`src/rtl/rstk_pkg.sv`:
```
// Shared types for the circular register stack.
// Assumes: nothing beyond IEEE 1800-2017.
package rstk_pkg;
    typedef enum logic [1:0] {
        ST_IDLE  = 2'd0,
        ST_SPILL = 2'd1,
        ST_FILL  = 2'd2
    } rs_state_e;
endpackage

```
`src/rtl/rs_regfile.sv`:
```
// Ring storage: DEPTH words of DW bits, one write port and two
// combinational read ports (frame read and spill source).
// Assumes the write address is in range; all words clear on reset.
module rs_regfile #(
    parameter int DW    = 32,
    parameter int DEPTH = 64,
    localparam int PW   = $clog2(DEPTH)
) (
    input  logic          clk,
    input  logic          rst_n,
    input  logic          we,
    input  logic [PW-1:0] waddr,
    input  logic [DW-1:0] wdata,
    input  logic [PW-1:0] raddr_a,
    output logic [DW-1:0] rdata_a,
    input  logic [PW-1:0] raddr_b,
    output logic [DW-1:0] rdata_b
);
    logic [DW-1:0] mem [DEPTH];

    // storage update: clear on reset, else single write
    always_ff @(posedge clk) begin
        if (!rst_n) begin
            for (int i = 0; i < DEPTH; i++) mem[i] <= '0;
        end else if (we) begin
            mem[waddr] <= wdata;
        end
    end

    // combinational reads
    assign rdata_a = mem[raddr_a];
    assign rdata_b = mem[raddr_b];
endmodule

```
`src/rtl/rs_frame_calc.sv`:
```
// Computes the frame pointer, length and occupancy after a call or a
// return. Pure combinational arithmetic, modulo the ring size.
// Assumes overlap <= both frame lengths and the counts fit in CW bits.
module rs_frame_calc #(
    parameter int PW = 6,
    parameter int LW = 5,
    parameter int CW = 7
) (
    input  logic          is_call,
    input  logic [PW-1:0] fp,
    input  logic [LW-1:0] flen,
    input  logic [CW-1:0] cnt,
    input  logic [LW-1:0] size,
    input  logic [LW-1:0] ovl,
    output logic [PW-1:0] nfp,
    output logic [LW-1:0] nlen,
    output logic [CW-1:0] ncnt
);
    logic [CW-1:0] fp_w, fl_w, sz_w, ov_w, sum;

    // widen operands so the ring arithmetic wraps after slicing
    always_comb begin
        fp_w = CW'(fp);
        fl_w = CW'(flen);
        sz_w = CW'(size);
        ov_w = CW'(ovl);
        if (is_call) begin
            sum  = fp_w + fl_w - ov_w;
            ncnt = cnt + sz_w - ov_w;
        end else begin
            sum  = fp_w - (sz_w - ov_w);
            ncnt = cnt - (fl_w - ov_w);
        end
        nfp  = sum[PW-1:0];
        nlen = size;
    end
endmodule

```
`src/rtl/circ_regstack.sv`:
```
// Circular local-register stack with automatic spill and fill.
// Frame-relative register port, call/return requests, and a word-wide
// memory port used only while stall is high. The core supplies legal
// sizes and overlaps; call has priority over return.
module circ_regstack
    import rstk_pkg::*;
#(
    parameter int          DW        = 32,
    parameter int          DEPTH     = 64,
    parameter int          MAX_FRAME = 16,
    parameter int          AW        = 32,
    parameter int unsigned MEM_BASE  = 32'h0000_1000,
    localparam int PTR_W = $clog2(DEPTH),
    localparam int IDX_W = $clog2(MAX_FRAME),
    localparam int LEN_W = IDX_W + 1,
    localparam int CNT_W = $clog2(DEPTH + MAX_FRAME + 1)
) (
    input  logic             clk,
    input  logic             rst_n,
    input  logic [IDX_W-1:0] rd_idx,
    output logic [DW-1:0]    rd_data,
    input  logic             wr_en,
    input  logic [IDX_W-1:0] wr_idx,
    input  logic [DW-1:0]    wr_data,
    input  logic             call_req,
    input  logic [LEN_W-1:0] call_size,
    input  logic [LEN_W-1:0] call_ovl,
    input  logic             ret_req,
    input  logic [LEN_W-1:0] ret_size,
    input  logic [LEN_W-1:0] ret_ovl,
    output logic             stall,
    output logic             mem_req,
    output logic             mem_we,
    output logic [AW-1:0]    mem_addr,
    output logic [DW-1:0]    mem_wdata,
    input  logic [DW-1:0]    mem_rdata,
    input  logic             mem_ack
);
    rs_state_e        state;
    logic [PTR_W-1:0] fp, bot, bot_dn;
    logic [LEN_W-1:0] flen;
    logic [CNT_W-1:0] cnt, cnt_inc, cnt_dec;
    logic [AW-1:0]    msp;

    logic [PTR_W-1:0] nfp;
    logic [LEN_W-1:0] nlen;
    logic [CNT_W-1:0] ncnt;
    logic             idle, fill_we, reg_we, rf_we;
    logic [PTR_W-1:0] rf_waddr;
    logic [DW-1:0]    rf_wdata, spill_word;

    // next-frame arithmetic for whichever request is presented
    rs_frame_calc #(.PW(PTR_W), .LW(LEN_W), .CW(CNT_W)) u_calc (
        .is_call (call_req),
        .fp      (fp),
        .flen    (flen),
        .cnt     (cnt),
        .size    (call_req ? call_size : ret_size),
        .ovl     (call_req ? call_ovl  : ret_ovl),
        .nfp     (nfp),
        .nlen    (nlen),
        .ncnt    (ncnt)
    );

    // write-port arbitration: fill data while stalled, else frame writes
    always_comb begin
        idle     = (state == ST_IDLE);
        bot_dn   = bot - PTR_W'(1);
        cnt_inc  = cnt + CNT_W'(1);
        cnt_dec  = cnt - CNT_W'(1);
        fill_we  = (state == ST_FILL) && mem_ack;
        reg_we   = wr_en && idle;
        rf_we    = fill_we || reg_we;
        rf_waddr = fill_we ? bot_dn : fp + PTR_W'(wr_idx);
        rf_wdata = fill_we ? mem_rdata : wr_data;
    end

    rs_regfile #(.DW(DW), .DEPTH(DEPTH)) u_rf (
        .clk     (clk),
        .rst_n   (rst_n),
        .we      (rf_we),
        .waddr   (rf_waddr),
        .wdata   (rf_wdata),
        .raddr_a (fp + PTR_W'(rd_idx)),
        .rdata_a (rd_data),
        .raddr_b (bot),
        .rdata_b (spill_word)
    );

    // frame and spill/fill sequencer
    always_ff @(posedge clk) begin
        if (!rst_n) begin
            state <= ST_IDLE;
            fp    <= '0;
            flen  <= '0;
            cnt   <= '0;
            bot   <= '0;
            msp   <= AW'(MEM_BASE);
        end else begin
            case (state)
                ST_IDLE: begin
                    if (call_req || ret_req) begin
                        fp   <= nfp;
                        flen <= nlen;
                        cnt  <= ncnt;
                        if (call_req && ncnt > CNT_W'(DEPTH))
                            state <= ST_SPILL;
                        else if (!call_req && ncnt < CNT_W'(nlen))
                            state <= ST_FILL;
                    end
                end
                ST_SPILL: begin
                    if (mem_ack) begin
                        bot <= bot + PTR_W'(1);
                        msp <= msp + AW'(1);
                        cnt <= cnt_dec;
                        if (cnt_dec == CNT_W'(DEPTH)) state <= ST_IDLE;
                    end
                end
                ST_FILL: begin
                    if (mem_ack) begin
                        bot <= bot_dn;
                        msp <= msp - AW'(1);
                        cnt <= cnt_inc;
                        if (cnt_inc == CNT_W'(flen)) state <= ST_IDLE;
                    end
                end
                default: state <= ST_IDLE;
            endcase
        end
    end

    // memory port and stall outputs
    assign stall     = !idle;
    assign mem_req   = !idle;
    assign mem_we    = (state == ST_SPILL);
    assign mem_addr  = (state == ST_FILL) ? msp - AW'(1) : msp;
    assign mem_wdata = spill_word;
endmodule

```
`config.mk`:
```
export PLATFORM = sky130hd
export DESIGN_NAME = circ_regstack
export DESIGN_NICKNAME = d
export VERILOG_FILES = /design/src/rtl/rstk_pkg.sv /design/src/rtl/rs_regfile.sv /design/src/rtl/rs_frame_calc.sv /design/src/rtl/circ_regstack.sv
export SDC_FILE = /design/constraint.sdc
export NUM_CORES = 2
export LEC_CHECK = 0
export ABC_CLOCK_PERIOD_IN_PS = 4600
export BUFFER_PORTS_ARGS = -buffer_cell sky130_fd_sc_hd__buf_2
export CAP_MARGIN = 25
export CORE_MARGIN = 10
export CORE_UTILIZATION = 25
export DETAILED_ROUTE_END_ITERATION = 7
export GPL_ROUTABILITY_DRIVEN = 0
export GPL_TIMING_DRIVEN = 0
export PLACE_DENSITY = 0.51
export RECOVER_POWER = 100
export SETUP_SLACK_MARGIN = 0.5
export SLEW_MARGIN = 40
export SYNTH_ARGS = -nofsm -noshare
export SYNTH_HDL_FRONTEND = slang
export SYNTH_SLANG_ARGS = --single-unit
```
`constraint.sdc`:
```
create_clock -name clk -period 4.6 [get_ports clk]
set_input_delay 0.23 -clock clk [delete_from_list [all_inputs] [get_ports clk]]
set_output_delay 0.23 -clock clk [all_outputs]
set_load 0.005 [all_outputs]
```
== After elaboration in Yosys (flattened, before gate mapping) ==
Memory sizes are Yosys's and may differ from the RTL's. A register that Yosys moved wholly into a read port is not among the register bits.
Index checks and enable logic that the tools add are counted.

* Bits of input ports: 98
* Output and inout bits: 99
* Register bits after elaboration: 58
* Memories: 1
* Logic and storage cells: 85
* Bits in writable memories: 2,048

{| class="wikitable"
|+ Memory list
! name !! words !! bits a word !! rd ports !! clocked after memory_dff !! wr ports !! RTL line !! text
|-
| u_rf.mem || 64 || 32 || 2 || 1 || 64 || rs_regfile.sv:19 || <nowiki>logic [DW-1:0] mem [DEPTH];</nowiki>
|}

* Mux-type cells: 34
* Reduce and logical (&&, ||, !) cells: 16
* Eq/ne operators: 10
* $add $sub $neg: 16
* Magnitude comparators: 2

{| class="wikitable"
|+ Operators with widths
! cell !! count
|-
| $mux W32 || 5
|-
| $pmux W32 S2 || 1
|-
| $mux W6 || 7
|-
| $add A32 B1 Y32 const B || 1
|-
| $reduce_or A32 Y1 || 1
|-
| $sub A32 B1 Y32 const B || 1
|-
| $mux W7 || 4
|-
| $pmux W7 S3 || 1
|-
| $mux W2 || 7
|-
| $add A6 B4 Y6 || 2
|-
| $pmux W6 S2 || 1
|-
| $sub A5 B5 Y6 || 2
|-
| $mux W5 || 2
|-
| $add A7 B1 Y7 const B || 1
|-
| $add A7 B5 Y7 || 1
|-
| $eq A7 B5 Y1 || 1
|-
| $eq A7 B7 Y1 const B || 1
|-
| $gt A7 B7 Y1 const B || 1
|-
| $lt A7 B5 Y1 || 1
|-
| $sub A7 B1 Y7 const B || 1
|-
| $sub A7 B5 Y7 || 1
|-
| $sub A7 B7 Y7 || 1
|-
| $add A6 B1 Y6 const B || 1
|-
| $add A6 B5 Y6 || 1
|-
| other kinds (20) || 32
|}

== Depth between registers and ports, before layout ==
* Depth in word-level cells: 10
* Mapped depth: 22
* Depth with buffers taken out: 18

== Cells and area by module ==
Synthesis repeated with hierarchy kept, for this count alone.

* Cells, all modules: 8,127
* Area, all modules: 115,907.4 µm²

{| class="wikitable"
|+ Modules (own cells, without submodules)
! module !! area each (µm²) !! cells each !! times used
|-
| rs_regfile || 108,855.7 || 7,210 || 1
|-
| circ_regstack || 5,338.9 || 692 || 1
|-
| rs_frame_calc || 1,712.9 || 225 || 1
|}

== Least setup slack after synthesis ==
No wires, ideal clock.

* Path kind: in2reg
* Start: input call_req
* End: register state[1]
* Stages on the path: 19
* Setup slack: -229 ps
* Arrival time: 4,769 ps
* Data required time: 4,540 ps
* Cells stage by stage: clkbuf_1 > buf_1 > buf_2 > buf_1 > mux2i_1 > inv_1 > fa_1 > inv_1 > fa_1 > a211o_1 > o21ai_0 > xnor2_1 > mux2i_1 > ha_1 > a211o_1 > a31oi_1 > nand2_1 > and4b_1 > o2111a_1

* Cells in the longest elaborated chain, start to end: 9
* Elaborated cells on any way between the ends: 19
* Those cells by class: 4 x add/sub; 2 x order compare; 2 x eq/ne; 6 x mux; 5 x reduce/logical

{| class="wikitable"
|+ Ends and longest elaborated chain
! item !! RTL line !! text
|-
| start, declared || circ_regstack.sv:25 || <nowiki>input logic call_req,</nowiki>
|-
| $mux W5 (on tied branches) || circ_regstack.sv:58, circ_regstack.sv:59 ||
|-
| $add A7 B5 Y7 or $sub A5 B5 Y6 (tied branches) || rs_frame_calc.sv:29, rs_frame_calc.sv:32 ||
|-
| $sub A7 B5 Y7 or $sub A7 B7 Y7 (tied branches) || rs_frame_calc.sv:29, rs_frame_calc.sv:32 ||
|-
| $mux W7 || rs_frame_calc.sv:27 || <nowiki>if (is_call) begin</nowiki>
|-
| $gt A7 B7 Y1 || circ_regstack.sv:106 || <nowiki>if (call_req && ncnt > CNT_W'(DEPTH))</nowiki>
|-
| $logic_and A1 B1 Y1 || circ_regstack.sv:106 ||
|-
| $mux W2 || circ_regstack.sv:106 ||
|-
| $mux W2 || circ_regstack.sv:102 || <nowiki>if (call_req || ret_req) begin</nowiki>
|-
| $pmux W2 S3 || circ_regstack.sv:100 || <nowiki>case (state)</nowiki>
|-
| end signal, assigned || circ_regstack.sv:107 || <nowiki>state <= ST_SPILL;</nowiki>
|-
| end signal, assigned || circ_regstack.sv:109 || <nowiki>state <= ST_FILL;</nowiki>
|-
| end signal, assigned || circ_regstack.sv:117 || <nowiki>if (cnt_dec == CNT_W'(DEPTH)) state <= ST_IDLE;</nowiki>
|-
| end, declared || circ_regstack.sv:39 || <nowiki>rs_state_e state;</nowiki>
|}

Several ways; a longest one is shown, not always the timed one. The select of a mux whose other input is x is not followed.
A chain may end at the register's enable or synchronous reset.

== Worst setup path after layout ==
* Start: register fp[0]
* End: output rd_data[5]

* Cells in the longest elaborated chain, start to end: 2

{| class="wikitable"
|+ Ends and longest elaborated chain
! item !! RTL line !! text
|-
| start, declared || circ_regstack.sv:40 || <nowiki>logic [PTR_W-1:0] fp, bot, bot_dn;</nowiki>
|-
| start signal, assigned || circ_regstack.sv:103 || <nowiki>fp <= nfp;</nowiki>
|-
| $add A6 B4 Y6 || circ_regstack.sv:84 || <nowiki>.raddr_a (fp + PTR_W'(rd_idx)),</nowiki>
|-
| $mem_v2 Z64 W32 || n/a ||
|-
| end, declared || circ_regstack.sv:21 || <nowiki>output logic [DW-1:0] rd_data,</nowiki>
|}

No other way between the ends.

==> results.yml <==
pwr:
  powerDensity_mw_per_mm2: 716
  peakVddDrop_uv: 644
  p_leak_nw: 47.3
cells_and_area:
  final_nets: 8657
  drive_above_1_share: 0.349
  n_fill_cell: 43500
  area_growth_syn_to_layout_pct: 26.4
  final_common_cell: "nor2_1"
  layout_common_cells: "nor2_1 (2100), edfxtp_1 (2048), mux4_2 (1176)"
  fin_area_mm2: 0.140
  post-route-util: 0.318
sta:
  fin_crit_sh: 1.10
  relSlewSlack: -0.00214
  finalCriticalPeriod_ns: 5.06
  slew_violations: 1
  hold_viol: 0
  rsz0062_at_grt: "true"
  worst_pin_slew_ns: 1.49
  setup_violations: 588
  whs_ns: 0.0133
  final.setup.worst_slack_ns: -0.458
  finClkSkew_ns: 0.0775
  fmax_mhz: 198
detailed_routing:
  drt-pass1-iter-count: 6
  antenna_left: 0
  wl_per_cell_um: 37.7
  initialDrtViolationCount: 14300
  route.detailed.drc: 31
  vias_per_cell: 5.70
  num_vias: 83300
  wl_mm: 551
synth:
  synth-edff-count: 2048
  ys_types: 70
  ys_warn_count: 0
  yosysTopAreaCellShare: 0.554
  ys.flop_type: "edfxtp_1"
  synth_top_area_cell: "edfxtp_1"
  syn_avg_cell_area_um2: 14.5
  synth-async-reset-ratio: 0
  yosys_register_bits: 2112
  yosysSeqAreaShare: 0.565
  synth_area_leaders: "edfxtp_1 (55%), mux4_2 (24%), nor2_1 (7.1%)"
  netlist_instances: 7682
  syn_area_mm2: 0.111
  synth_fp_nets: 7854
global_route:
  globalRouteOverflowTotal: 0
  grt_max_degree: 33
  grtUsageTotal: 0.224
  antenna_found_initial: 73
  grt_pass1_wl_mm: 717
  grt_pass1_vias: 79400
die:
  die_area_mm2: 0.471
  coreArea_mm2: 0.442
  fp.dieW_um: 687
  row_count: 244
  ioPinCount: 197
  initial_core_util: 0.251
  die_y_um: 687
worst_setup_path:
  crit_arrival_ns: 4.83
  critical_path_class: "reg -> out"
  start_kind: "flop"
  rrSetupSlack_ns: -0.37
  reg2reg_from: "state[0]$_SDFFE_PN0P_"
  path_max_fanout: 8
  cp.required_ns: 4.37
  startpoint: "fp[0]$_SDFFE_PN0P_"
  worstReg2RegEnd: "u_rf.mem[57][6]$_SDFFCE_PN0P_"
  endpoint_kind: "output port"
  r2r_cells: 13
min_path:
  min_path_cells: 4
  holdCritPathClass: "in -> reg"
  hp-start: "mem_rdata[13]"
  min_to: "u_rf.mem[8][13]$_SDFFCE_PN0P_"
clock_tree:
  cts_htree_levels: 4
  clock_sinks: 2112
  cts_buffer_depth: 4
  cts_tree: "yes"
  clock_latency_ns: 0.97
  clk_pin_slew_ns: 0.07
  root_buffer: "clkbuf_16"
  cts_inserted_buffers: 221
placed_design:
  post-place-ws_ns: -1.91
  placed_cell_area_mm2: 0.124
  dpl.hpwl_mm: 412
  portBuffers: 193
job:
  drv_cap: 1
run_status:
  status: "complete, but fails checks"
  violations: "DRC, capacitance limit, slew limit, setup timing"
registers in the layout, indices dropped and copies added (netlist names), named ones only:
| signal | count |
|---|---|
| msp | 32 |
| u_rf.mem | 2048 |
| cnt | 7 |
| state | 2 |
| fp | 6 |
| flen | 5 |
| bot | 6 |
metrics by stage:
| step | power (mW) | TNS [ns] | instances |
|---|---|---|---|
| 3_5_place_dp | 66.5 | -673.06 | 13900 |
| 4_1_cts | 95.2 | -22.96 | 14500 |
| 6_report | 100 | -87.10 | 14600 |
| 3_3_place_gp | 64.7 | -7395.48 | 13800 |
| 5_1_grt | 100 | -72.05 | 14600 |
| 2_1_floorplan | 43.5 | 0 | 7682 |
Yosys cell counts (21+ instances only):
cell type and n:
a211oi_1 135, a21oi_1 174, and2_1 21, buf_1 24, buf_2 141, clkbuf_1 632
dfxtp_1 64, edfxtp_1 2048, ha_1 55, inv_1 84, mux2i_1 285, mux4_2 1176
nand2_1 138, nand3_1 90, nor2_1 2103, nor2b_1 134, o21ai_0 51, xnor2_1 47
xor2_1 37
worst max path at each step:
stage,to,slack [ns],cells after the start
floorplan,state[1]$_SDFFE_PN0P_,0.53,20
global placement,rd_data[2],-4.71,12
detailed placement,rd_data[22],-1.91,13
CTS,rd_data[7],-0.34,14
global route,rd_data[5],-0.32,14
finish,rd_data[5],-0.46,14
where the power goes:
part / internal, mW / switching (mW) / total [mW]
registers: 22.3 / 0.658 / 23.0
clock network: 10.3 / 8.19 / 18.5
logic: 21.6 / 37.4 / 59.0
total: 54.2 / 46.3 / 100
area by class of cell:
cell class | count | area (um^2) | share of cell area
flip-flops and latches | 2112 | 62800 | 0.447
multi-input cells | 4684 | 49700 | 0.354
well taps | 5904 | 7390 | 0.0526
repair buffers | 581 | 7020 | 0.0500
plain buffers | 801 | 6020 | 0.0428
clock buffers | 259 | 5710 | 0.0407
clock inverters | 137 | 1320 | 0.00943
inverters | 84 | 319 | 0.00227
diodes | 49 | 123 | 0.000873
metal layers:
metal  GRT usage  up-vias  share of wire
met5           0        -        0.00059
li1            -    31100              -
met1       0.258    43200           0.33
met3       0.102     1626           0.16
met2       0.320     7295           0.41
met4       0.179       30           0.10
repair_timing:
action,4_1_cts,5_1_grt
gates resized for setup,1265,402
pin swaps,106,61
hold buffers,76,1
cloned,21,3
setup buffers,74,58
hold endpoints to repair,136,2
endpoints found under the setup margin,3389,2532
kinds of logic (layout without fill, tap and decap cells):
kind of cell | Yosys count | after routing | synth area share
AO/OA/AOI/OAI | 467 | 467 | 0.0269
XOR/XNOR | 84 | 84 | 0.00662
adder cells (fa/ha/maj) | 74 | 74 | 0.00962
buffers and inverters | 886 | 1862 | 0.0317
flip-flops | 2112 | 2112 | 0.565
multiplexers | 1471 | 1471 | 0.265
other | 0 | 49 | 0
AND/OR/NAND/NOR | 2588 | 2588 | 0.0949
worst max-delay path, cell delays in order, from the launching register on:
cell and delay [ns]:
dfxtp_4 0.36, ha_4 0.16, fa_2 0.68, clkbuf_16 0.23, buf_12 0.14, buf_16 0.24
clkbuf_16 0.24, buf_12 0.16, clkbuf_16 0.17, mux4_2 0.20, mux2i_1 0.09, a21oi_2 0.47
mux2i_2 0.19, mux2i_4 0.36, buf_2 0.20
No activity file was read; power rests on OpenSTA's default activity.
